==> config.mk <==
export PLATFORM = sky130hd
export DESIGN_NAME = eeprog_ctrl
export DESIGN_NICKNAME = d
export VERILOG_FILES = /design/src/rtl/eeprog_pkg.sv /design/src/rtl/eeprog_cmd_gate.sv /design/src/rtl/eeprog_cycle_timer.sv /design/src/rtl/eeprog_array_port.sv /design/src/rtl/eeprog_ctrl.sv
export SDC_FILE = /design/constraint.sdc
export NUM_CORES = 1
export LEC_CHECK = 0
export ABC_AREA = 0
export BUFFER_PORTS_ARGS = -buffer_cell sky130_fd_sc_hd__buf_2
export CAP_MARGIN = 20
export CORE_MARGIN = 2
export CORE_UTILIZATION = 50
export CTS_BUF_LIST = sky130_fd_sc_hd__clkbuf_16
export DETAILED_ROUTE_END_ITERATION = 8
export GPL_TIMING_DRIVEN = 1
export PLACE_DENSITY = 0.77
export SETUP_SLACK_MARGIN = 0.15
export SYNTH_ARGS = -nofsm -noshare
export SYNTH_HDL_FRONTEND = slang
export SYNTH_HIERARCHICAL = 1
export SYNTH_SLANG_ARGS = --single-unit
==> constraint.sdc <==
create_clock -name clk -period 1.8 [get_ports clk]
set_input_delay 0.09 -clock clk [delete_from_list [all_inputs] [get_ports clk]]
set_output_delay 0.09 -clock clk [all_outputs]
set_load 0.1 [all_outputs]
==> src/rtl/eeprog_pkg.sv <==
package eeprog_pkg;
  typedef enum logic [2:0] {
    OP_NONE    = 3'd0,
    OP_ENABLE  = 3'd1,
    OP_DISABLE = 3'd2,
    OP_WRITE   = 3'd3,
    OP_ERASE   = 3'd4,
    OP_FILL    = 3'd5,
    OP_CLEAR   = 3'd6,
    OP_RSVD    = 3'd7
  } op_e;
endpackage

==> src/rtl/eeprog_cmd_gate.sv <==
module eeprog_cmd_gate
  import eeprog_pkg::*;
#(
  parameter int ADDR_W = 7,
  parameter int DATA_W = 8
) (
  input  logic              clk,
  input  logic              rst_n,
  input  logic              cmd_valid,
  input  logic [2:0]        cmd_op,
  input  logic [ADDR_W-1:0] cmd_addr,
  input  logic [DATA_W-1:0] cmd_data,
  input  logic              cs,
  input  logic              busy,
  output logic              start,
  output op_e               pend_op,
  output logic [ADDR_W-1:0] pend_addr,
  output logic [DATA_W-1:0] pend_data
);
  logic en_q, en_d;
  logic pv_q, pv_d;
  logic cs_q;
  logic take, load;
  op_e  op_in;

  assign op_in = op_e'(cmd_op);
  assign start = pv_q & cs_q & ~cs & ~busy;
  assign take  = cmd_valid & ~busy & ~start;

  always_comb begin
    en_d = en_q;
    pv_d = pv_q;
    load = 1'b0;
    if (start) begin
      pv_d = 1'b0;
    end else if (take) begin
      case (op_in)
        OP_ENABLE:  en_d = 1'b1;
        OP_DISABLE: begin
          en_d = 1'b0;
          pv_d = 1'b0;
        end
        OP_WRITE, OP_ERASE, OP_FILL, OP_CLEAR: begin
          if (en_q) begin
            pv_d = 1'b1;
            load = 1'b1;
          end
        end
        default: ;
      endcase
    end
  end

  always_ff @(posedge clk or negedge rst_n) begin
    if (!rst_n) begin
      en_q <= 1'b0;
      pv_q <= 1'b0;
      cs_q <= 1'b0;
    end else begin
      en_q <= en_d;
      pv_q <= pv_d;
      cs_q <= cs;
    end
  end

  always_ff @(posedge clk or negedge rst_n) begin
    if (!rst_n) begin
      pend_op   <= OP_NONE;
      pend_addr <= '0;
      pend_data <= '0;
    end else if (load) begin
      pend_op   <= op_in;
      pend_addr <= cmd_addr;
      pend_data <= cmd_data;
    end
  end
endmodule

==> src/rtl/eeprog_cycle_timer.sv <==
module eeprog_cycle_timer #(
  parameter int CYCLE_CLKS = 16,
  localparam int CNT_W = $clog2(CYCLE_CLKS)
) (
  input  logic             clk,
  input  logic             rst_n,
  input  logic             start,
  output logic             busy,
  output logic [CNT_W-1:0] cnt,
  output logic             done
);
  localparam logic [CNT_W-1:0] LAST = CNT_W'(CYCLE_CLKS - 1);

  logic             busy_d, done_d;
  logic [CNT_W-1:0] cnt_d;

  always_comb begin
    busy_d = busy;
    cnt_d  = cnt;
    done_d = 1'b0;
    if (busy) begin
      if (cnt == LAST) begin
        busy_d = 1'b0;
        done_d = 1'b1;
        cnt_d  = '0;
      end else begin
        cnt_d = cnt + 1'b1;
      end
    end else if (start) begin
      busy_d = 1'b1;
      cnt_d  = '0;
    end
  end

  always_ff @(posedge clk or negedge rst_n) begin
    if (!rst_n) begin
      busy <= 1'b0;
      cnt  <= '0;
      done <= 1'b0;
    end else begin
      busy <= busy_d;
      cnt  <= cnt_d;
      done <= done_d;
    end
  end
endmodule

==> src/rtl/eeprog_array_port.sv <==
module eeprog_array_port
  import eeprog_pkg::*;
#(
  parameter int ADDR_W     = 7,
  parameter int DATA_W     = 8,
  parameter int CYCLE_CLKS = 16,
  localparam int CNT_W = $clog2(CYCLE_CLKS)
) (
  input  logic              busy,
  input  logic [CNT_W-1:0]  cnt,
  input  op_e               op,
  input  logic [ADDR_W-1:0] addr,
  input  logic [DATA_W-1:0] data,
  output logic              mem_we,
  output logic              mem_all,
  output logic [ADDR_W-1:0] mem_addr,
  output logic [DATA_W-1:0] mem_wdata
);
  localparam logic [CNT_W-1:0] HALF = CNT_W'(CYCLE_CLKS / 2);

  logic erase_step, prog_step;

  assign erase_step = busy && (cnt == '0);
  assign prog_step  = busy && (cnt == HALF);
  assign mem_addr   = addr;
  assign mem_wdata  = prog_step ? data : '1;

  always_comb begin
    mem_we  = 1'b0;
    mem_all = 1'b0;
    case (op)
      OP_WRITE: mem_we = erase_step | prog_step;
      OP_ERASE: mem_we = erase_step;
      OP_FILL: begin
        mem_we  = erase_step | prog_step;
        mem_all = erase_step | prog_step;
      end
      OP_CLEAR: begin
        mem_we  = erase_step;
        mem_all = erase_step;
      end
      default: ;
    endcase
  end
endmodule

==> src/rtl/eeprog_ctrl.sv <==
module eeprog_ctrl
  import eeprog_pkg::*;
#(
  parameter int ADDR_W     = 7,
  parameter int DATA_W     = 8,
  parameter int CYCLE_CLKS = 16
) (
  input  logic              clk,
  input  logic              rst_n,
  input  logic              cmd_valid,
  input  logic [2:0]        cmd_op,
  input  logic [ADDR_W-1:0] cmd_addr,
  input  logic [DATA_W-1:0] cmd_data,
  input  logic              cs,
  output logic              busy,
  output logic              done,
  output logic              status_do,
  output logic              mem_we,
  output logic              mem_all,
  output logic [ADDR_W-1:0] mem_addr,
  output logic [DATA_W-1:0] mem_wdata
);
  localparam int CNT_W = $clog2(CYCLE_CLKS);

  logic              start;
  op_e               pend_op;
  logic [ADDR_W-1:0] pend_addr;
  logic [DATA_W-1:0] pend_data;
  logic [CNT_W-1:0]  cnt;

  eeprog_cmd_gate #(.ADDR_W(ADDR_W), .DATA_W(DATA_W)) u_gate (
    .clk(clk), .rst_n(rst_n), .cmd_valid(cmd_valid), .cmd_op(cmd_op),
    .cmd_addr(cmd_addr), .cmd_data(cmd_data), .cs(cs), .busy(busy),
    .start(start), .pend_op(pend_op), .pend_addr(pend_addr),
    .pend_data(pend_data)
  );

  eeprog_cycle_timer #(.CYCLE_CLKS(CYCLE_CLKS)) u_timer (
    .clk(clk), .rst_n(rst_n), .start(start), .busy(busy), .cnt(cnt),
    .done(done)
  );

  eeprog_array_port #(.ADDR_W(ADDR_W), .DATA_W(DATA_W),
                      .CYCLE_CLKS(CYCLE_CLKS)) u_port (
    .busy(busy), .cnt(cnt), .op(pend_op), .addr(pend_addr),
    .data(pend_data), .mem_we(mem_we), .mem_all(mem_all),
    .mem_addr(mem_addr), .mem_wdata(mem_wdata)
  );

  assign status_do = ~(busy & cs);
endmodule

==> Word-level counts from Yosys, hierarchy flattened <==
Cells that the tools add are included.
Widths: inputs -> output; s select.
{ "word_totals": {"regBits": 27, "in_bits": 22, "output_inout_bits": 20, "elab_cells": 66} }
{ "op_classes": {"n_addsub": 1, "eq_ne": 13, "n_mux": 20, "bitwise_logic": 11, "reduce_logical": 12} }
{ "op_table": {"columns": ["operator", "n"], "rows": [
  ["$eq 3x3->1 const B", 6],
  ["$mux 1", 12],
  ["$mux 4", 3],
  ["$eq 3x2->1 const B", 3],
  ["$eq 4x4->1 const B", 2],
  ["$mux 8", 1],
  ["$pmux 1 s2", 4],
  ["$and 1x1->1", 6],
  ["$reduce_and 3->1", 2],
  ["$reduce_bool 2->1", 3],
  ["$add 4x1->4 const B", 1],
  ["$logic_not 4->1", 1],
  ["$not 1->1", 4],
  ["$reduce_or 2->1", 2],
  ["$reduce_or 4->1", 1],
  ["$eq 3x1->1 const B", 1],
  ["$ne 3x1->1 const B", 1],
  ["$reduce_bool 3->1", 1],
  ["$logic_and 1x1->1", 2],
  ["$or 1x1->1", 1]
]} }

==> Depth between registers and ports, before layout <==
Gate-level depths: netlist (run 1).
{ "depth": {"ltp_word": 7, "depth_mapped": 5, "ltp_nobuf": 5} }

==> By module <==
The synthesis (run 1) kept the hierarchy.
{ "modules_own_cells": {"columns": ["module", "instances", "cells_per_inst", "area_per_inst_um2", "seq_area_each_um2"], "rows": [
  ["eeprog_cmd_gate", 1, 60, 935.9, 525.5],
  ["eeprog_cycle_timer", 1, 27, 295.3, 150.1],
  ["eeprog_array_port", 1, 25, 178.9, 0.0],
  ["eeprog_ctrl", 1, 1, 3.8, 0.0]
]} }

==> Worst setup path after synthesis (run 1) <==
OpenSTA, ideal clock, no wires.
{ "synth_path": {"path_type": "reg2out", "from": "reg u_timer.busy", "to": "out mem_we", "t_arrival_ns": 2.994, "required_time_ns": 1.710, "path_slack_ns": -1.284, "path_stages_with_launch": 4, "n_path_buf": 0, "path_cell_list": "dfrtp_1 > nor4b_4 > o21ai_0 > a21oi_1"} }
{ "synth_between": {"elab_chain_cells": 3, "word_cells_on_any_way": 4, "classes_between": "mux: 1; bitwise: 1; reduce/logical: 2"} }
{ "synth_lines": {"columns": ["item", "line_no", "rtl"], "rows": [
  ["start: declaration", "eeprog_cycle_timer.sv:8", "output logic busy,"],
  ["start signal: assignment", "eeprog_cycle_timer.sv:41", "busy <= busy_d;"],
  ["$logic_and 1x1->1 (on tied branches)", "eeprog_array_port.sv:23, eeprog_array_port.sv:24", null],
  ["$or 1x1->1", "eeprog_array_port.sv:32, eeprog_array_port.sv:35", null],
  ["$pmux 1 s2 (*)", "eeprog_array_port.sv:31", "case (op)"],
  ["end: declaration", "eeprog_ctrl.sv:18", "output logic mem_we,"]
]} }
Mark *: on every way between the ends. The rest lies on a longest branch, timed or not.

==> Worst setup path in the final report (run 1) <==
{ "layout_path": {"from": "reg u_timer.cnt[2]", "to": "out mem_wdata[0]"} }
{ "layout_between": {"elab_chain_cells": 3} }
{ "layout_lines": {"columns": ["item", "line_no", "rtl"], "rows": [
  ["start: declaration", "eeprog_cycle_timer.sv:9", "output logic [CNT_W-1:0] cnt,"],
  ["start signal: assignment", "eeprog_cycle_timer.sv:42", "cnt <= cnt_d;"],
  ["$eq 4x4->1", "eeprog_array_port.sv:24", "assign prog_step = busy && (cnt == HALF);"],
  ["$logic_and 1x1->1", "eeprog_array_port.sv:24", null],
  ["$mux 8", "eeprog_array_port.sv:26", "assign mem_wdata = prog_step ? data : '1;"],
  ["end: declaration", "eeprog_ctrl.sv:21", "output logic [DATA_W-1:0] mem_wdata"]
]} }
No other way between the ends.

==> summary.txt, run 1 <==
Status
  • Status: finished clean

Floorplanning
  • Initial Utilization: 0.522
  • Site row count: 19
  • Chip height: 57.2 um
  • Io pins: 42
  • Die W: 57.2 um
  • Core ar.: 2710 um^2
  • Die Area: 3270 um^2

GRT
  • Antenna violations before repair: 0
  • Aggregate global-route resource usage: 0.177
  • Vias in the first global route: 940
  • First-pass GRT wire length: 4470 um
  • Largest net degree at the start of global routing: 28
  • Grt ovf: 0

Hold path
  • Hold Path Stages: 2
  • Worst Hold Class: primary input to register
  • Hold endpoint: u_gate/pend_addr[2]
  • Start point of the worst hold path: cmd_addr[2]

Synth
  • Top FF cell, synth: dfrtp_1
  • Multiplexer share of the synthesized area: 0.174
  • Largest family of logic cells by synthesized area: multiplexers
  • Post-Syn Instances: 113
  • Synth Area in XOR/XNOR: 0.00619
  • Net Count, Synth: 136
  • Post-Syn Area: 1410 um^2
  • Adder-Cell Fraction of Synth Area: 0.00885
  • Post-synthesis simple-gate area fraction: 0.161
  • Async set or reset register ratio after synthesis: 1.00
  • Seq/Total Area, Yosys: 0.478
  • Number of synthesized flops with an enable pin: 0
  • Compound-Gate Fraction of Synth Area: 0.102
  • Syn. warnings: 6
  • Yosys reg bits: 27
  • Average size of a mapped cell: 12.5 um^2
  • Synth cell types: 36

Critical path
  • Reg2reg setup slack: 0.23 ns
  • Slowest cell on the critical path: dfrtp_1
  • Data arrival, critical path: 1.59 ns
  • Critical path class: register to output port
  • Reg2reg start: u_timer/busy
  • Critical-path maximum fanout: 8
  • Crit-path cells: nor4b_4, nand2_2, or2_4, buf_12
  • WP buf/inv: 1
  • Crit. End Element: output port
  • Startpoint types: register
  • Worst path max stage delay: 0.41 ns
  • CP delay by family, top: simple AND/OR/NAND/NOR gates
  • Required time of the critical path: 1.71 ns
  • Reg-to-Reg End: u_gate/pend_data[5]
  • Reg2reg path depth: 3

Timing
  • Final worst-path cycle share: 0.935
  • Max Clock Freq: 594 MHz
  • Final WS setup: 0.118 ns
  • WHS: 0.0622 ns
  • Least-Margin Pin Slew: 0.714 ns
  • Final setup viols: 0
  • Final Max Tran Viols: 0
  • Fin crit period: 1.68 ns
  • Final Hold Viols: 0
  • Setup repair after global routing missed its margin: true
  • Final setup skew: 0.00434 ns
  • Relative slew slack: 0.522
  • TNS Setup: 0 ns

Power
  • PwrDens: 1910 nW/um^2
  • Sw Pwr: 1.83 mW
  • Maximum VDD drop: 2440 uV
  • Clock network power share: 0.134
  • Gate power share: 0.558
  • Cell-internal power: 1.85 mW
  • Switching Share: 0.497
  • Lkg Pwr: 0.926 nW
  • Flop pwr share: 0.308

Clock network
  • Worst-path clk slew: 0.07 ns
  • CTS tree: built
  • CTS H-Tree Depth: 1
  • Clk_lat worst skew: 0.26 ns
  • Clock Sinks: 27
  • Max Root-Sink Buffers: 2
  • Cts bufs inserted: 3
  • Root buffer cell: clkbuf_16

Finish
  • Most frequent cells in the layout: buf_2 (31), dfrtp_1 (24), buf_12 (10), mux2_4 (9), mux2_2 (9)
  • Antenna cells: 0
  • Layout area overhead: 36.5%
  • Nets: 180
  • Share of cells above drive strength 1: 0.603
  • # fillers: 194
  • Leading cell type in the layout, fill and taps excluded: buf_2

Drt
  • # DRC: 0
  • Detail Route Antenna Nets: 0
  • Final WL: 2710 um
  • Post-DR wirelength/cell: 14.5 um
  • Drt first pass iters: 4
  • DRT iter0 DRCs: 10
  • Vias per cell: 5.28
  • Vias: 988

Placement
  • IO buf count: 41
  • GPL Wtd Cong: 0.903
  • Place WS: 0.182 ns
  • Post-DP HPWL: 1850 um

Job
  • Max-Cap Viols: 0
[registers in the layout, indices dropped and copies added, names as in the netlist, 3 cells and up]
signal and count:
u_gate/pend_addr 7, u_gate/pend_data 8, u_timer/cnt 4, u_gate/pend_op 3
[worst max path at each step]
stage	startpoint	slack (ns)	depth (start not counted)	endpoint
3_3_place_gp	u_timer/cnt[1]	0.23	4	mem_wdata[2]
6_report	u_timer/cnt[2]	0.12	4	mem_wdata[0]
4_1_cts	u_timer/cnt[2]	0.11	4	mem_wdata[6]
3_5_place_dp	u_timer/cnt[1]	0.18	4	mem_wdata[6]
2_1_floorplan	u_timer/busy	0.09	3	mem_we
5_1_grt	u_timer/cnt[2]	0.04	4	mem_wdata[7]
[logic make-up (layout without fill, tap and decap cells)]
kind of cell | Yosys count | after routing
compound gates | 18 | 18
xor+xnor | 1 | 1
fa+ha+maj | 1 | 1
buf+inv | 13 | 56
flops | 27 | 27
mux | 19 | 19
simple gates | 34 | 34
[layout make-up]
type,count,area [um^2],area share
multi-input combinational,73,701,0.363
timing repair buffer,48,413,0.214
inverter,4,15.0,0.00778
clock buffer,3,75.1,0.0389
sequential,27,682,0.353
clock inverter,1,5.00,0.00259
tap,31,38.8,0.0201
[through the flow]
stage,power (mW),cells,utilization,instance area (um^2)
2_1_floorplan,2.82,113,-,1460
3_3_place_gp,2.98,179,0.618,1670
3_5_place_dp,3.04,179,0.618,1670
4_1_cts,3.66,187,0.705,1910
5_1_grt,3.85,187,0.712,1930
6_report,3.68,187,0.712,1930
[Yosys cell counts (2+ instances only)]
cell type,n,area [um^2]
nand2_1,6,22.5
and3b_1,2,17.5
mux2_2,9,101
nor2_1,5,18.8
inv_1,4,15.0
mux2_4,9,135
or2_1,8,50.1
a21oi_1,4,20.0
and4b_1,2,20.0
nand3b_1,2,15.0
a21oi_2,2,17.5
a211oi_1,2,15.0
buf_4,7,52.6
o21ai_0,3,15.0
dfrtp_1,27,676
[power groups by stage]
stage | sequential [mW] | clock (mW) | combinational (mW)
after floorplan | 1.18 | 0 | 1.64
after CTS | 1.12 | 0.511 | 2.04
after global placement | 1.11 | 0 | 1.87
after global routing | 1.18 | 0.528 | 2.15
final | 1.13 | 0.493 | 2.05
after detailed placement | 1.13 | 0 | 1.90
[routing by layer]
layer / GRT usage / vias up / part of all wire
met1: 0.231 / 481 / 0.42
met3: 0.0227 / 2 / 0.043
met4: 0.0698 / 0 / 0.013
met2: 0.300 / 30 / 0.53
li1: - / 475 / -
met5: 0 / - / 0
[what timing repair did]
action,4_1_cts,5_1_grt
setup endpoints to repair,9,11
gates resized for setup,33,5
hold buffers,2,0
pin swaps,1,1
hold endpoints to repair,28,0
buffers inserted,2,0
Power figures use the tool's default switching activity.
==> run 2: changes to the inputs <==
==> constraint.sdc (replaced) <==
create_clock -name clk -period 1.8 [get_ports clk]
set_input_delay 0.09 -clock clk [delete_from_list [all_inputs] [get_ports clk]]
set_output_delay 0.09 -clock clk [all_outputs]
set_load 0.02 [all_outputs]
==> summary.txt, run 2 (synthesis gave the netlist of run 1 again) <==
GRT
  • Antenna violations before repair: 0 (unchanged)
  • Vias in the first global route: 943 (was 940)
  • Aggregate global-route resource usage: 0.163 (was 0.177)
  • Largest net degree at the start of global routing: 28 (unchanged)
  • First-pass GRT wire length: 4130 um (was 4470 um)
  • Grt ovf: 0 (unchanged)

Critical path
  • Reg2reg setup slack: 0.21 ns (was 0.23 ns)
  • Crit. End Element: output port (unchanged)
  • Reg2reg start: u_gate/pv_q (was u_timer/busy)
  • Reg-to-Reg End: u_gate/pend_op[2] (was u_gate/pend_data[5])
  • Reg2reg path depth: 3 (unchanged)
  • Critical path class: register to output port (unchanged)
  • Required time of the critical path: 1.71 ns (about the same)
  • Critical-path maximum fanout: 8 (unchanged)
  • Startpoint types: register (unchanged)
  • Data arrival, critical path: 1.55 ns (was 1.59 ns)

Placement
  • GPL Wtd Cong: 0.720 (was 0.903)
  • Post-DP HPWL: 1650 um (was 1850 um)
  • Area after DPL: 1580 um^2 (was 1670 um^2)
  • Placed instance count: 177 (was 179)
  • IO buf count: 41 (unchanged)

Drt
  • Detail Route Antenna Nets: 0 (unchanged)
  • Post-DR wirelength/cell: 13.4 um (was 14.5 um)
  • Drt first pass iters: 4 (unchanged)
  • # DRC: 0 (unchanged)
  • Vias per cell: 5.27 (was 5.28)
  • Vias: 990 (was 988)
  • DRT iter0 DRCs: 26 (was 10)
  • Final WL: 2520 um (was 2710 um)

Hold path
  • Worst Hold Class: primary input to register (unchanged)
  • Hold Path Stages: 2 (unchanged)
  • Start point of the worst hold path: cmd_data[5] (was cmd_addr[2])
  • Hold endpoint: u_gate/pend_data[5] (was u_gate/pend_addr[2])

Power
  • Cell-internal power: 1.75 mW (was 1.85 mW)
  • Sw Pwr: 932 uW (was 1.83 mW)
  • Lkg Pwr: 0.835 nW (was 0.926 nW)
  • Gate power share: 0.409 (was 0.558)
  • PwrDens: 1550 nW/um^2 (was 1910 nW/um^2)
  • Total power: 2.68 mW (was 3.68 mW)
  • Clock network power share: 0.181 (was 0.134)
  • Switching Share: 0.348 (was 0.497)
  • Flop pwr share: 0.409 (was 0.308)
  • Maximum VDD drop: 1260 uV (was 2440 uV)

Timing
  • Final setup viols: 0 (unchanged)
  • Max Clock Freq: 608 MHz (was 594 MHz)
  • Final setup skew: 0.00216 ns (was 0.00434 ns)
  • Setup repair after global routing missed its margin: true (unchanged)
  • Relative slew slack: 0.507 (was 0.522)
  • Final Hold Viols: 0 (unchanged)
  • TNS Setup: 0 ns (unchanged)
  • Final Max Tran Viols: 0 (unchanged)
  • Least-Margin Pin Slew: 0.736 ns (was 0.714 ns)
  • Final worst-path cycle share: 0.914 (was 0.935)
  • Fin crit period: 1.64 ns (was 1.68 ns)

Clock network
  • Max Root-Sink Buffers: 2 (unchanged)
  • CTS H-Tree Depth: 1 (unchanged)
  • CTS tree: built (unchanged)
  • Clk_lat worst skew: 0.25 ns (was 0.26 ns)
  • Clock Sinks: 27 (unchanged)
  • Root buffer cell: clkbuf_16 (unchanged)
  • Worst-path clk slew: 0.06 ns (was 0.07 ns)
  • Cts bufs inserted: 3 (unchanged)

Floorplanning
  • Initial Utilization: 0.522 (unchanged)
  • Io pins: 42 (unchanged)
  • Die W: 57.2 um (unchanged)
  • Core ar.: 2710 um^2 (unchanged)
  • Die Area: 3270 um^2 (unchanged)
  • Site row count: 19 (unchanged)
  • Chip height: 57.2 um (unchanged)

Finish
  • Biggest register: u_gate/pend_data (unchanged)
  • Nets: 181 (was 180)
  • Leading cell type in the layout, fill and taps excluded: buf_2 (unchanged)
  • # fillers: 223 (was 194)
  • Antenna cells: 0 (unchanged)
  • Fin area: 1730 um^2 (was 1930 um^2)
  • Non-Filler Instances: 188 (was 187)
  • Number of flip-flops in the largest register: 8 (unchanged)
  • Most frequent cells in the layout: buf_2 (40), dfrtp_1 (23), mux2_4 (9), mux2_2 (9), or2_1 (8) (was buf_2 (31), dfrtp_1 (24), buf_12 (10), mux2_4 (9), mux2_2 (9))
  • Share of cells above drive strength 1: 0.522 (was 0.603)
  • Top flop regs: u_gate/pend_data (8), u_gate/pend_addr (7), u_timer/cnt (4) (unchanged)
  • Layout area overhead: 22.4% (was 36.5%)

Status
  • Status: finished clean (unchanged)

Job
  • Max-Cap Viols: 0 (unchanged)
## run 2: changes by cell type in the layout (fill, tap and decap cells not counted), moves of 2 or more
cell     previous run  this run
buf_12             10         0
buf_2              31        40
dfrtp_2             2         4
nor2_1              3         5
or2_1               0         8
or2_4               8         0
## run 2: final cells by class
class,count,area (um^2),area share
Clock buffer,3,75.1,0.0434
Clock inverter,1,5.00,0.00289
Inverter,4,15.0,0.00868
Multi-Input combinational cell,73,639,0.369
Sequential cell,27,681,0.393
Tap cell,31,38.8,0.0224
Timing Repair Buffer,49,277,0.160
## run 2: routing by layer
metal / share of wire / routed length (um) / vias up / GRT usage
met2: 0.49 / 1250 / 32 / 0.269
met4: 0.016 / 40 / 0 / 0.0498
met3: 0.065 / 164 / 7 / 0.0522
li1: - / - / 479 / -
met1: 0.42 / 1070 / 472 / 0.206
met5: 0 / 0 / - / 0
## run 2: power by group through the flow
| stage | logic [mW] | clock network, mW | registers [mW] |
|---|---|---|---|
| 2_1_floorplan | 0.849 | 0 | 1.08 |
| 6_report | 1.10 | 0.486 | 1.10 |
| 3_5_place_dp | 0.975 | 0 | 1.12 |
| 3_3_place_gp | 0.953 | 0 | 1.10 |
| 5_1_grt | 1.19 | 0.534 | 1.14 |
| 4_1_cts | 1.03 | 0.502 | 1.11 |
## run 2: how the worst max path moves through the flow
| stage | endpoint | start | cells past startpoint |
|---|---|---|---|
| final | mem_wdata[6] | u_timer/cnt[1] | 4 |
| after global routing | mem_wdata[6] | u_timer/cnt[1] | 4 |
| after CTS | mem_wdata[6] | u_timer/cnt[1] | 4 |
| after detailed placement | u_gate/pend_addr[5] | u_gate/pv_q | 3 |
| after global placement | u_gate/pend_op[2] | u_gate/pv_q | 3 |
| after floorplan | u_gate/pend_addr[0] | u_timer/busy | 4 |
## run 2: worst max-delay path, cell delays in order (launching register included)
cell     delay [ns]
dfrtp_2        0.44
nor4b_4        0.31
nand2_2        0.15
or2_1          0.24
buf_2          0.16
## run 2: metrics by stage
step / utilization / setup WS (ns) / hold slack (ns)
after detailed placement: 0.584 / 0.220 / 0.119
after global routing: 0.639 / 0.0621 / 0.0546
after floorplan: - / 0.246 / -0.206
final: 0.639 / 0.155 / 0.0605
after global placement: 0.584 / 0.269 / 0.120
after CTS: 0.627 / 0.143 / 0.0557
## run 2: what timing repair did
item / in CTS / in global routing
pin swaps: 2 / 3
endpoints found under the setup margin: 8 / 17
gates resized for setup: 3 / 3
hold buffers: 2 / 0
endpoints found under the hold margin: 28 / 0
setup buffers: 2 / 3
